<file path="src/rtl/pwm_bank_pkg.sv">
package pwm_bank_pkg;

   localparam int unsigned BUS_W     = 32;

   // control word and its alias offsets
   localparam int unsigned OFS_CTRL  = 32'h00;
   localparam int unsigned OFS_SET   = 32'h04;
   localparam int unsigned OFS_CLR   = 32'h08;
   localparam int unsigned OFS_TOG   = 32'h0C;

   // per-channel register pair
   localparam int unsigned OFS_EDGE0 = 32'h10;
   localparam int unsigned OFS_PER0  = 32'h20;
   localparam int unsigned CH_STRIDE = 32'h20;

   // field positions inside the channel registers
   localparam int unsigned HI_LSB    = 16;
   localparam int unsigned LVA_LSB   = 16;
   localparam int unsigned LVI_LSB   = 18;
   localparam int unsigned DIV_LSB   = 20;

   typedef enum logic [1:0] {
      LVL_FLOAT   = 2'd0,
      LVL_LOW_ALT = 2'd1,
      LVL_LOW     = 2'd2,
      LVL_HIGH    = 2'd3
   } lvl_code_e;

   // returns {oe, out}
   function automatic logic [1:0] lvl_drive(lvl_code_e code);
      case (code)
         LVL_FLOAT: return 2'b00;
         LVL_HIGH:  return 2'b11;
         default:   return 2'b10;
      endcase
   endfunction

endpackage

</file>
<file path="src/rtl/pwm_bank_regs.sv">
module pwm_bank_regs
   import pwm_bank_pkg::*;
#(
   parameter int unsigned NCH    = 4,
   parameter int unsigned ADDR_W = 8,
   parameter int unsigned CNT_W  = 16,
   parameter int unsigned DIV_W  = 3
) (
   input  logic                          clk,
   input  logic                          rst_n,
   input  logic                          bus_wen,
   input  logic [ADDR_W-1:0]             bus_addr,
   input  logic [BUS_W-1:0]              bus_wdata,
   output logic [BUS_W-1:0]              bus_rdata,
   output logic [NCH-1:0]                run_o,
   output logic [NCH-1:0][CNT_W-1:0]     act_o,
   output logic [NCH-1:0][CNT_W-1:0]     inact_o,
   output logic [NCH-1:0][CNT_W-1:0]     per_o,
   output logic [NCH-1:0][1:0]           lva_o,
   output logic [NCH-1:0][1:0]           lvi_o,
   output logic [NCH-1:0][DIV_W-1:0]     div_o
);

   localparam logic [ADDR_W-1:0] A_CTRL = ADDR_W'(OFS_CTRL);
   localparam logic [ADDR_W-1:0] A_SET  = ADDR_W'(OFS_SET);
   localparam logic [ADDR_W-1:0] A_CLR  = ADDR_W'(OFS_CLR);
   localparam logic [ADDR_W-1:0] A_TOG  = ADDR_W'(OFS_TOG);

   logic [NCH-1:0] ctrl_q;
   logic [NCH-1:0] mask;
   logic           hit_ctrl, hit_set, hit_clr, hit_tog;
   logic [NCH-1:0] hit_edge, hit_per;

   assign mask     = bus_wdata[NCH-1:0];
   assign hit_ctrl = (bus_addr == A_CTRL);
   assign hit_set  = (bus_addr == A_SET);
   assign hit_clr  = (bus_addr == A_CLR);
   assign hit_tog  = (bus_addr == A_TOG);
   assign run_o    = ctrl_q;

   // control word: direct write or masked set / clear / invert
   always_ff @(posedge clk or negedge rst_n) begin
      if (!rst_n) begin
         ctrl_q <= '0;
      end else if (bus_wen) begin
         if (hit_ctrl)     ctrl_q <= mask;
         else if (hit_set) ctrl_q <= ctrl_q | mask;
         else if (hit_clr) ctrl_q <= ctrl_q & ~mask;
         else if (hit_tog) ctrl_q <= ctrl_q ^ mask;
      end
   end

   for (genvar g = 0; g < NCH; g++) begin : g_ch
      localparam logic [ADDR_W-1:0] A_EDGE = ADDR_W'(OFS_EDGE0 + g * CH_STRIDE);
      localparam logic [ADDR_W-1:0] A_PER  = ADDR_W'(OFS_PER0 + g * CH_STRIDE);

      logic [CNT_W-1:0] act_r, inact_r, per_r;
      logic [1:0]       lva_r, lvi_r;
      logic [DIV_W-1:0] div_r;

      assign hit_edge[g] = (bus_addr == A_EDGE);
      assign hit_per[g]  = (bus_addr == A_PER);

      always_ff @(posedge clk or negedge rst_n) begin
         if (!rst_n) begin
            act_r   <= '0;
            inact_r <= '0;
         end else if (bus_wen && hit_edge[g]) begin
            act_r   <= bus_wdata[CNT_W-1:0];
            inact_r <= bus_wdata[HI_LSB +: CNT_W];
         end
      end

      always_ff @(posedge clk or negedge rst_n) begin
         if (!rst_n) begin
            per_r <= '0;
            lva_r <= '0;
            lvi_r <= '0;
            div_r <= '0;
         end else if (bus_wen && hit_per[g]) begin
            per_r <= bus_wdata[CNT_W-1:0];
            lva_r <= bus_wdata[LVA_LSB +: 2];
            lvi_r <= bus_wdata[LVI_LSB +: 2];
            div_r <= bus_wdata[DIV_LSB +: DIV_W];
         end
      end

      assign act_o[g]   = act_r;
      assign inact_o[g] = inact_r;
      assign per_o[g]   = per_r;
      assign lva_o[g]   = lva_r;
      assign lvi_o[g]   = lvi_r;
      assign div_o[g]   = div_r;
   end

   always_comb begin
      bus_rdata = '0;
      if (hit_ctrl || hit_set || hit_clr || hit_tog)
         bus_rdata = BUS_W'(ctrl_q);
      for (int i = 0; i < NCH; i++) begin
         if (hit_edge[i])
            bus_rdata = (BUS_W'(inact_o[i]) << HI_LSB) | BUS_W'(act_o[i]);
         if (hit_per[i])
            bus_rdata = BUS_W'(per_o[i])
                      | (BUS_W'(lva_o[i]) << LVA_LSB)
                      | (BUS_W'(lvi_o[i]) << LVI_LSB)
                      | (BUS_W'(div_o[i]) << DIV_LSB);
      end
   end

   // the alias writes touch only the masked bits
   p_set_r3: assert property (@(posedge clk) disable iff (!rst_n)
      bus_wen && hit_set |=> ((ctrl_q & $past(mask)) == $past(mask)));
   p_clr_r3: assert property (@(posedge clk) disable iff (!rst_n)
      bus_wen && hit_clr |=> ((ctrl_q & $past(mask)) == '0));
   p_tog_r3: assert property (@(posedge clk) disable iff (!rst_n)
      bus_wen && hit_tog |=> (ctrl_q == ($past(ctrl_q) ^ $past(mask))));
   // a write elsewhere leaves the control word alone
   p_ctrl_keep_r2: assert property (@(posedge clk) disable iff (!rst_n)
      !(bus_wen && (hit_ctrl || hit_set || hit_clr || hit_tog)) |=> $stable(ctrl_q));

endmodule

</file>
<file path="src/rtl/pwm_bank_prescale.sv">
module pwm_bank_prescale #(
   parameter int unsigned DIV_W = 3
) (
   input  logic             clk,
   input  logic             rst_n,
   input  logic             run,
   input  logic [DIV_W-1:0] expo,
   output logic             tick
);

   localparam int unsigned PRE_W = (1 << DIV_W) - 1;

   logic [PRE_W-1:0] pre_q;
   logic [PRE_W:0]   one_sh;
   logic [PRE_W-1:0] lim;

   assign one_sh = (PRE_W + 1)'(1) << expo;
   assign lim    = PRE_W'(one_sh - (PRE_W + 1)'(1));
   assign tick   = run && (pre_q == lim);

   always_ff @(posedge clk or negedge rst_n) begin
      if (!rst_n)     pre_q <= '0;
      else if (!run)  pre_q <= '0;
      else if (tick)  pre_q <= '0;
      else            pre_q <= pre_q + 1'b1;
   end

   // a stopped channel keeps its prescaler at zero
   p_pre_hold_r10: assert property (@(posedge clk) disable iff (!rst_n)
      !run |=> (pre_q == '0));
   // the prescaler never runs past its limit
   p_pre_bound_r6: assert property (@(posedge clk) disable iff (!rst_n)
      run |-> (pre_q <= lim));

endmodule

</file>
<file path="src/rtl/pwm_bank_chan.sv">
module pwm_bank_chan
   import pwm_bank_pkg::*;
#(
   parameter int unsigned CNT_W = 16,
   parameter int unsigned DIV_W = 3
) (
   input  logic             clk,
   input  logic             rst_n,
   input  logic             en,
   input  logic [CNT_W-1:0] act_sh,
   input  logic [CNT_W-1:0] inact_sh,
   input  logic [CNT_W-1:0] per_sh,
   input  logic [1:0]       lva_sh,
   input  logic [1:0]       lvi_sh,
   input  logic [DIV_W-1:0] div_sh,
   output logic             pwm_out,
   output logic             pwm_oe
);

   logic [CNT_W-1:0] cnt_q, act_w, inact_w, per_w;
   logic [1:0]       lva_w, lvi_w;
   logic [DIV_W-1:0] div_w;
   logic             tick, at_end, reload, active;
   logic [1:0]       drv;

   pwm_bank_prescale #(.DIV_W(DIV_W)) i_prescale (
      .clk   (clk),
      .rst_n (rst_n),
      .run   (en),
      .expo  (div_w),
      .tick  (tick)
   );

   assign at_end = (cnt_q == per_w);
   assign reload = !en || (tick && at_end);

   // working copy follows the registers while stopped and at each wrap
   always_ff @(posedge clk or negedge rst_n) begin
      if (!rst_n) begin
         act_w   <= '0;
         inact_w <= '0;
         per_w   <= '0;
         lva_w   <= '0;
         lvi_w   <= '0;
         div_w   <= '0;
      end else if (reload) begin
         act_w   <= act_sh;
         inact_w <= inact_sh;
         per_w   <= per_sh;
         lva_w   <= lva_sh;
         lvi_w   <= lvi_sh;
         div_w   <= div_sh;
      end
   end

   always_ff @(posedge clk or negedge rst_n) begin
      if (!rst_n)    cnt_q <= '0;
      else if (!en)  cnt_q <= '0;
      else if (tick) cnt_q <= at_end ? '0 : cnt_q + 1'b1;
   end

   always_comb begin
      active = en && (inact_w != act_w) && (cnt_q >= act_w)
               && ((cnt_q < inact_w) || (inact_w >= per_w));
      drv    = lvl_drive(lvl_code_e'(active ? lva_w : lvi_w));
   end

   assign pwm_oe  = drv[1];
   assign pwm_out = drv[0];

   // the counter wraps to zero after the terminal count
   p_wrap_r5: assert property (@(posedge clk) disable iff (!rst_n)
      en && tick && at_end |=> (cnt_q == '0));
   // no step without a prescaler tick
   p_stall_r6: assert property (@(posedge clk) disable iff (!rst_n)
      en && !tick |=> $stable(cnt_q));
   // a stopped channel sits at count zero
   p_hold_r10: assert property (@(posedge clk) disable iff (!rst_n)
      !en |=> (cnt_q == '0));
   // working values change only at a wrap
   p_shadow_r11: assert property (@(posedge clk) disable iff (!rst_n)
      en && !(tick && at_end) |=> ($stable(per_w) && $stable(inact_w) && $stable(act_w)));
   // a floated output never claims a high level
   p_float_r7: assert property (@(posedge clk) disable iff (!rst_n)
      !pwm_oe |-> !pwm_out);

endmodule

</file>
<file path="src/rtl/pwm_bank.sv">
module pwm_bank
   import pwm_bank_pkg::*;
#(
   parameter int unsigned NCH    = 4,
   parameter int unsigned ADDR_W = 8,
   parameter int unsigned CNT_W  = 16,
   parameter int unsigned DIV_W  = 3
) (
   input  logic              clk,
   input  logic              rst_n,
   input  logic              bus_wen,
   input  logic [ADDR_W-1:0] bus_addr,
   input  logic [31:0]       bus_wdata,
   output logic [31:0]       bus_rdata,
   output logic [NCH-1:0]    pwm_out,
   output logic [NCH-1:0]    pwm_oe
);

   localparam int unsigned LAST_OFS = OFS_PER0 + (NCH - 1) * CH_STRIDE;

   if (NCH < 1 || NCH > 32) begin : g_bad_nch
      $error("pwm_bank: NCH must lie in 1..32");
   end
   if (CNT_W < 2 || CNT_W > 16) begin : g_bad_cnt
      $error("pwm_bank: CNT_W must lie in 2..16");
   end
   if (DIV_W < 1 || DIV_W > 3) begin : g_bad_div
      $error("pwm_bank: DIV_W must lie in 1..3");
   end
   if (LAST_OFS >= (1 << ADDR_W)) begin : g_bad_addr
      $error("pwm_bank: ADDR_W too narrow for NCH channels");
   end

   logic [NCH-1:0]            run;
   logic [NCH-1:0][CNT_W-1:0] act, inact, per;
   logic [NCH-1:0][1:0]       lva, lvi;
   logic [NCH-1:0][DIV_W-1:0] dv;

   pwm_bank_regs #(
      .NCH    (NCH),
      .ADDR_W (ADDR_W),
      .CNT_W  (CNT_W),
      .DIV_W  (DIV_W)
   ) i_regs (
      .clk       (clk),
      .rst_n     (rst_n),
      .bus_wen   (bus_wen),
      .bus_addr  (bus_addr),
      .bus_wdata (bus_wdata),
      .bus_rdata (bus_rdata),
      .run_o     (run),
      .act_o     (act),
      .inact_o   (inact),
      .per_o     (per),
      .lva_o     (lva),
      .lvi_o     (lvi),
      .div_o     (dv)
   );

   for (genvar g = 0; g < NCH; g++) begin : g_chan
      pwm_bank_chan #(
         .CNT_W (CNT_W),
         .DIV_W (DIV_W)
      ) i_chan (
         .clk      (clk),
         .rst_n    (rst_n),
         .en       (run[g]),
         .act_sh   (act[g]),
         .inact_sh (inact[g]),
         .per_sh   (per[g]),
         .lva_sh   (lva[g]),
         .lvi_sh   (lvi[g]),
         .div_sh   (dv[g]),
         .pwm_out  (pwm_out[g]),
         .pwm_oe   (pwm_oe[g])
      );
   end

endmodule

</file>
<file path="config.mk">
export PLATFORM = sky130hd
export DESIGN_NAME = pwm_bank
export DESIGN_NICKNAME = d
export VERILOG_FILES = /design/src/rtl/pwm_bank_pkg.sv /design/src/rtl/pwm_bank_regs.sv /design/src/rtl/pwm_bank_prescale.sv /design/src/rtl/pwm_bank_chan.sv /design/src/rtl/pwm_bank.sv
export SDC_FILE = /design/constraint.sdc
export NUM_CORES = 1
export LEC_CHECK = 0
export BUFFER_PORTS_ARGS = -buffer_cell sky130_fd_sc_hd__buf_4
export CORE_MARGIN = 5
export CORE_UTILIZATION = 50
export DETAILED_ROUTE_END_ITERATION = 8
export HOLD_SLACK_MARGIN = 0.12
export MAX_ROUTING_LAYER = met4
export PLACE_DENSITY = 0.75
export SETUP_SLACK_MARGIN = 0.15
export SLEW_MARGIN = 20
export SYNTH_ARGS = -nofsm -noshare
export SYNTH_HDL_FRONTEND = slang
export SYNTH_SLANG_ARGS = --single-unit
</file>
<file path="constraint.sdc">
create_clock -name clk -period 4.27 [get_ports clk]
set_input_delay 0.854 -clock clk [delete_from_list [all_inputs] [get_ports clk]]
set_output_delay 0.854 -clock clk [all_outputs]
set_load 0.005 [all_outputs]
</file>
Word level (Yosys, flattened, before mapping)
Index checks and enable logic that the tools add are counted.
- RAM bits: 0
- bits in registers: 536
- memories: 0
- bits in read-only memories: 0
- word-level logic and storage cells: 227
- bits in latches: 0
- add/subtract/negate cells: 12
- shifts and indexed selects: 4
- magnitude comparators: 12
- $mul: 0
- bitwise operators: 20
- div/mod/pow operators: 0
- mux-type cells: 41
- reductions and logical operators: 50
- equality and inequality tests: 31
- operators with widths (cell ; count):
    2-to-1 mux 32 bit ; 8
    2-to-1 mux 16 bit ; 12
    greater-or-equal comparator 16 bit ; 8
    OR 32 x 16 -> 32 bit ; 4
    OR 32 x 20 -> 32 bit ; 4
    OR 32 x 23 -> 32 bit ; 4
    OR 16 x 18 -> 18 bit ; 4
    adder 16 x 1 -> 16 bit (second input constant) ; 4
    == test 16 bit ; 4
    < comparator 16 bit ; 4
    != test 16 bit ; 4
    2-to-1 mux 7 bit ; 8
    == test 8 x 7 -> 1 bit (second input constant) ; 4
    adder 7 x 1 -> 7 bit (second input constant) ; 4
    == test 7 bit ; 4
    logical AND 1 bit ; 28
    << shifter 1 x 3 -> 7 bit (first input constant) ; 4
    subtractor 7 x 1 -> 7 bit (second input constant) ; 4
    2-to-1 mux 4 bit ; 5
    == test 8 x 4 -> 1 bit (second input constant) ; 2
    == test 8 x 6 -> 1 bit (second input constant) ; 2
    case mux 2 bit (2 select lines) ; 4
    logical OR 1 bit ; 11
    == test 2 bit (second input constant) ; 4
    14 further kinds ; 26

Longest topological paths before layout
- word-level depth: 13
- depth in mapped cells: 14
- mapped depth without buffers: 10

Cells and area by module
Synthesis repeated with hierarchy kept, for this count alone.
- cells, all modules: 2682
- area total of the unflattened synthesis: 30553.1 um^2
- by module, submodules not included (module ; times used ; cells each ; area each (um^2)):
    pwm_bank_chan ; 4 ; 412 ; 4431.8
    pwm_bank_regs ; 1 ; 826 ; 10824.1
    pwm_bank_prescale ; 4 ; 52 ; 500.5

Worst setup path after synthesis
Ideal clock, no wire load.
- path type: input port to output port
- start: input port bus_addr[3]
- end: output port bus_rdata[10]
- buffers on the path: 3
- required time: 3.416 ns
- cell stages on the path: 8
- setup slack: 0.677 ns
- arrival time: 2.739 ns
- path through: buf_2 -> or4_1 -> nor3b_4 -> and2_1 -> buf_4 -> clkbuf_1 -> nand2_1 -> a22o_1
- word-level cells in the longest chain between the ends: 9
- elaborated cells on any way between the ends: 16
- those cells by class: eq/ne: 8; mux: 8
- ends and longest elaborated chain (item ; RTL line ; RTL):
    from (decl) ; pwm_bank.sv:12 ; input logic [ADDR_W-1:0] bus_addr,
    == test 8 x 5 -> 1 bit ; pwm_bank_regs.sv:61 ; assign hit_edge[g] = (bus_addr == A_EDGE);
    2-to-1 mux 32 bit ; pwm_bank_regs.sv:101 ; if (hit_edge[i])
    2-to-1 mux 32 bit ; pwm_bank_regs.sv:103 ; if (hit_per[i])
    2-to-1 mux 32 bit ; pwm_bank_regs.sv:101 ;
    2-to-1 mux 32 bit ; pwm_bank_regs.sv:103 ;
    2-to-1 mux 32 bit ; pwm_bank_regs.sv:101 ;
    2-to-1 mux 32 bit ; pwm_bank_regs.sv:103 ;
    2-to-1 mux 32 bit ; pwm_bank_regs.sv:101 ;
    2-to-1 mux 32 bit (*) ; pwm_bank_regs.sv:103 ;
    to (decl) ; pwm_bank.sv:14 ; output logic [31:0] bus_rdata,
Mark *: on every way between the ends. The rest lies on a longest branch, timed or not.

Final worst setup path
- start: register g_chan[0].i_chan.cnt_q[4]
- end: output port pwm_out[0]
- word-level cells in the longest chain between the ends: 6
- elaborated cells on any way between the ends: 9
- those cells by class: order compare: 2; eq/ne: 1; mux: 2; reduce/logical: 4
- ends and longest elaborated chain (item ; RTL line ; RTL):
    from (decl) ; pwm_bank_chan.sv:20 ; logic [CNT_W-1:0] cnt_q, act_w, inact_w, per_w;
    from (signal assigned) ; pwm_bank_chan.sv:59 ; else if (tick) cnt_q <= at_end ? '0 : cnt_q + 1'b1;
    greater-or-equal comparator 16 bit / < comparator 16 bit (equally long branches) ; pwm_bank_chan.sv:63, pwm_bank_chan.sv:64 ;
    logical AND 1 bit / logical OR 1 bit (equally long branches) ; pwm_bank_chan.sv:63, pwm_bank_chan.sv:64 ;
    logical AND 1 bit (*) ; pwm_bank_chan.sv:64 ; && ((cnt_q < inact_w) || (inact_w >= per_w));
    2-to-1 mux 2 bit (*) ; pwm_bank_chan.sv:65 ; drv = lvl_drive(lvl_code_e'(active ? lva_w : lvi_w));
    == test 2 bit / logical NOT 2 bit (equally long branches) ; pwm_bank_pkg.sv:31 ; case (code)
    case mux 2 bit (2 select lines) (*) ; pwm_bank_pkg.sv:31 ;
    to (decl) ; pwm_bank.sv:15 ; output logic [NCH-1:0] pwm_out,
Marked as above.

==> reports/summary.txt <==
Crit path required time -> 3.42 ns
PortBufs -> 82
Detail Placement HPWL -> 68900 um
Dpl ws -> 0.376 ns
Static leakage power -> 16.0 nW
CTS tree -> yes
Yosys Warn Count -> 0
First-pass DRT Iterations -> 7
Avg Cell Area, Syn -> 10.5 um^2
Synth top cells by count -> 536 x dfrtp_1, 338 x mux2_2, 265 x nand2_1, 239 x o21ai_0, 208 x ha_1
Total CTS buffers -> 57
Htree depth -> 2
Synth Instances -> 2830
Clock transition at path regs -> 0.06 ns
Synth async-reset ratio -> 1.00
Final instance area -> 0.0333 mm^2
R2R Setup Slk -> 0.62 ns
Final ANT Viol Nets -> 0
Crit. End Element -> output port
Startpoint type of the worst setup path -> flip-flop
Fin Setup TNS -> 0 ns
Switching share of power -> 0.286
Worst r2r dst -> g_chan[2].i_chan.cnt_q[4]$_DFFE_PN0P_
Largest stage delay, worst path -> 0.48 ns
Dpl cell area -> 0.0313 mm^2
Std cell rows -> 89
Setup-failing EPs final -> 0
Sequential area share after synthesis -> 0.450
RSZ-0062 raised after global routing -> true
Crit-path cells -> ha_1 -> a211o_1 -> a31oi_1 -> o31a_1 -> o21ai_0 -> a311oi_2 -> buf_4 -> mux2i_2 -> buf_4
PD cells -> 381 mW/mm^2
Worst Hold Class -> primary input to async pin
Clk root buf -> clkbuf_16
DIE AREA -> 0.0646 mm^2
WL per Instance -> 24.4 um
Ys flop type -> dfrtp_1
Syn Nets -> 3081
Crit-path slowest cell -> dfrtp_1
Area growth, synth to finish -> 12.0%
# DRC -> 0
Share of layout cells above drive strength 1 -> 0.210
Vias/cell -> 6.14
Skew final -> 0.0282 ns
Clk Latency, worst-skew pair -> 0.63 ns
Core area -> 0.0590 mm^2
Worst vdd rail ir drop -> 0.312 mV
CP Class -> flip-flop to output port
Final setup margin -> 0.254 ns
Final period utilization -> 0.940
Flop pwr share -> 0.446
Effective utilization at floorplan -> 0.505
Clk sink count -> 536
FF+latch count, synth -> 536
Max_cap viols -> 0
Highest Clock Rate -> 0.249 GHz
Fin nets -> 3159
Total track usage -> 0.289
Die width -> 254 um
Via Count -> 22900
Crit-path most repeated cell -> buf_4
Worst slew margin -> 0.314
Yosys top cell area share -> 0.450
Status -> finished clean
P_sw -> 0.00363 W
Clk pwr share -> 0.396
Hold slack -> 0.242 ns
Worst EP arrival -> 3.16 ns
Total congestion overflow -> 0
Comb power frac -> 0.158
Worst R2R Path Depth -> 10
Internal -> 0.00907 W
Max Fanout on Critical Path -> 7
Drt first-iter violations -> 2047
Synth cell types -> 78
I/O pin cnt -> 83
Antenna violations before repair -> 9
First-pass GRT wire length -> 139000 um
Vias in the first global route -> 22900
Cts-stage hold buffer count -> 0
Final Critical Period -> 4.02 ns
Worst r2r src -> g_chan[2].i_chan.div_w[2]$_DFFE_PN0P_
Most common cell in the netlist -> dfrtp_1
Max Buffers Root-to-Sink -> 3
Gp weighted congestion -> 0.993
Cell taking the most area after synthesis -> dfrtp_1
Worst Setup EP -> pwm_out[0]
Worst slew pin tran -> 1.03 ns
Fin util -> 0.565
Largest net degree at the start of global routing -> 103
Number of synthesized flops with an enable pin -> 0
Total Routed Length -> 90900 um
Final number of hold-violating endpoints -> 0
Synth area leaders -> dfrtp_1 45%, mux2_2 13%, ha_1 8.7%, o21ai_0 4.0%, nand2_1 3.3%
Die height -> 254 um
Max Slew Vio Count -> 0
Mapped cell area -> 0.0298 mm^2
Crit path launch -> g_chan[0].i_chan.cnt_q[4]$_DFFE_PN0P_
## area by class of cell
type / count / area, um^2
timing repair buffer: 143 / 1180
tap: 773 / 967
sequential: 536 / 13400
fill: 4930 / 25700
multi-input combinational: 1959 / 15100
inverter: 211 / 792
clock inverter: 22 / 235
clock buffer: 80 / 1660
antenna: 8 / 20.0
## registers in the layout (all words and copies together), names as in the netlist
name / count
g_chan.i_chan.act_w: 64
g_chan.i_chan.cnt_q: 64
g_chan.i_chan.inact_w: 64
g_chan.i_chan.per_w: 64
i_regs.g_ch.act_r: 64
i_regs.g_ch.inact_r: 64
i_regs.g_ch.per_r: 64
g_chan.i_chan.i_prescale.pre_q: 28
g_chan.i_chan.div_w: 12
i_regs.g_ch.div_r: 12
g_chan.i_chan.lva_w: 8
g_chan.i_chan.lvi_w: 8
i_regs.g_ch.lva_r: 8
i_regs.g_ch.lvi_r: 8
i_regs.run_o: 4
## cells by family (layout without fill, tap and decap cells)
family | Yosys count | count (layout) | synth area share
compound gates | 548 | 548 | 0.116
xor+xnor | 172 | 172 | 0.0506
fa+ha+maj | 208 | 208 | 0.0874
buf+inv | 335 | 456 | 0.0476
flops | 536 | 536 | 0.450
mux | 378 | 378 | 0.142
other cells | 0 | 8 | 0
simple gates | 653 | 653 | 0.106
## power by group through the flow
stage | Clock, W | Combinational (W) | Sequential, W
after floorplan | 0 | 0.00133 | 0.00557
after global placement | 0 | 0.00187 | 0.00574
after detailed placement | 0 | 0.00193 | 0.00575
after CTS | 0.00508 | 0.00196 | 0.00566
after global routing | 0.00529 | 0.00220 | 0.00568
final | 0.00503 | 0.00201 | 0.00567
## worst min-delay path by stage
stage | start | to | slack (ns)
after detailed placement | g_chan[2].i_chan.i_prescale.pre_q[0]$_DFF_PN0_ | g_chan[2].i_chan.i_prescale.pre_q[0]$_DFF_PN0_ | 0.50
after global placement | g_chan[2].i_chan.i_prescale.pre_q[0]$_DFF_PN0_ | g_chan[2].i_chan.i_prescale.pre_q[0]$_DFF_PN0_ | 0.49
final | rst_n | g_chan[3].i_chan.cnt_q[4]$_DFFE_PN0P_ | 0.24
after CTS | rst_n | g_chan[3].i_chan.cnt_q[4]$_DFFE_PN0P_ | 0.26
after global routing | rst_n | g_chan[3].i_chan.cnt_q[4]$_DFFE_PN0P_ | 0.30
after floorplan | i_regs.g_ch[1].per_r[10]$_DFFE_PN0P_ | g_chan[1].i_chan.per_w[10]$_DFFE_PN0P_ | 0.46
## worst max-delay path, delay by kind of cell, from the launching register on
family,cells,cell delay [ns]
AOI/OAI and AO/OA,5,1.08
adders and majority gates,1,0.34
buffers and inverters,2,0.36
DFF,1,0.48
muxes,1,0.29
## what timing repair did
| action | 4_1_cts | 5_1_grt |
|---|---|---|
| gates resized for setup | 9 | 22 |
| pin swaps | 1 | 4 |
| setup buffers | 0 | 8 |
| endpoints found under the setup margin | 4 | 8 |
## stage by stage
| step | power [W] | cells |
|---|---|---|
| 6_report | 0.0127 | 3732 |
| 5_1_grt | 0.0132 | 3730 |
| 4_1_cts | 0.0127 | 3716 |
| 3_5_place_dp | 0.00768 | 3614 |
| 3_3_place_gp | 0.00761 | 3614 |
| 2_1_floorplan | 0.00690 | 2830 |
## placed cells by master, fill, tap and decap left out, types with 16 or more instances in the layout
| cell | instances |
|---|---|
| a21o_1 | 18 |
| a221o_1 | 16 |
| nor2_1 | 101 |
| nand2_1 | 265 |
| a21oi_1 | 81 |
| inv_1 | 205 |
| nor2b_1 | 25 |
| dfrtp_1 | 523 |
| ha_1 | 208 |
| nand3_1 | 54 |
| o22ai_1 | 20 |
| clkbuf_16 | 59 |
| mux2i_1 | 26 |
| o21ai_0 | 239 |
| xnor2_1 | 96 |
| nand4_1 | 51 |
| a222oi_1 | 18 |
| buf_4 | 133 |
| o211ai_1 | 16 |
| and3_1 | 34 |
| xor2_1 | 76 |
| nor3_1 | 28 |
| mux2_2 | 338 |
| o31ai_1 | 25 |
| nand2b_1 | 24 |
| nor4_1 | 23 |
## metal layers
layer / vias to the layer above / GRT usage / share of wire
met3: 204 / 0.0609 / 0.083
li1: 10200 / - / -
met4: 0 / 0.110 / 0.043
met5: - / - / 0
met1: 11500 / 0.377 / 0.41
met2: 965 / 0.447 / 0.46
(Power assumes the default switching activity.)
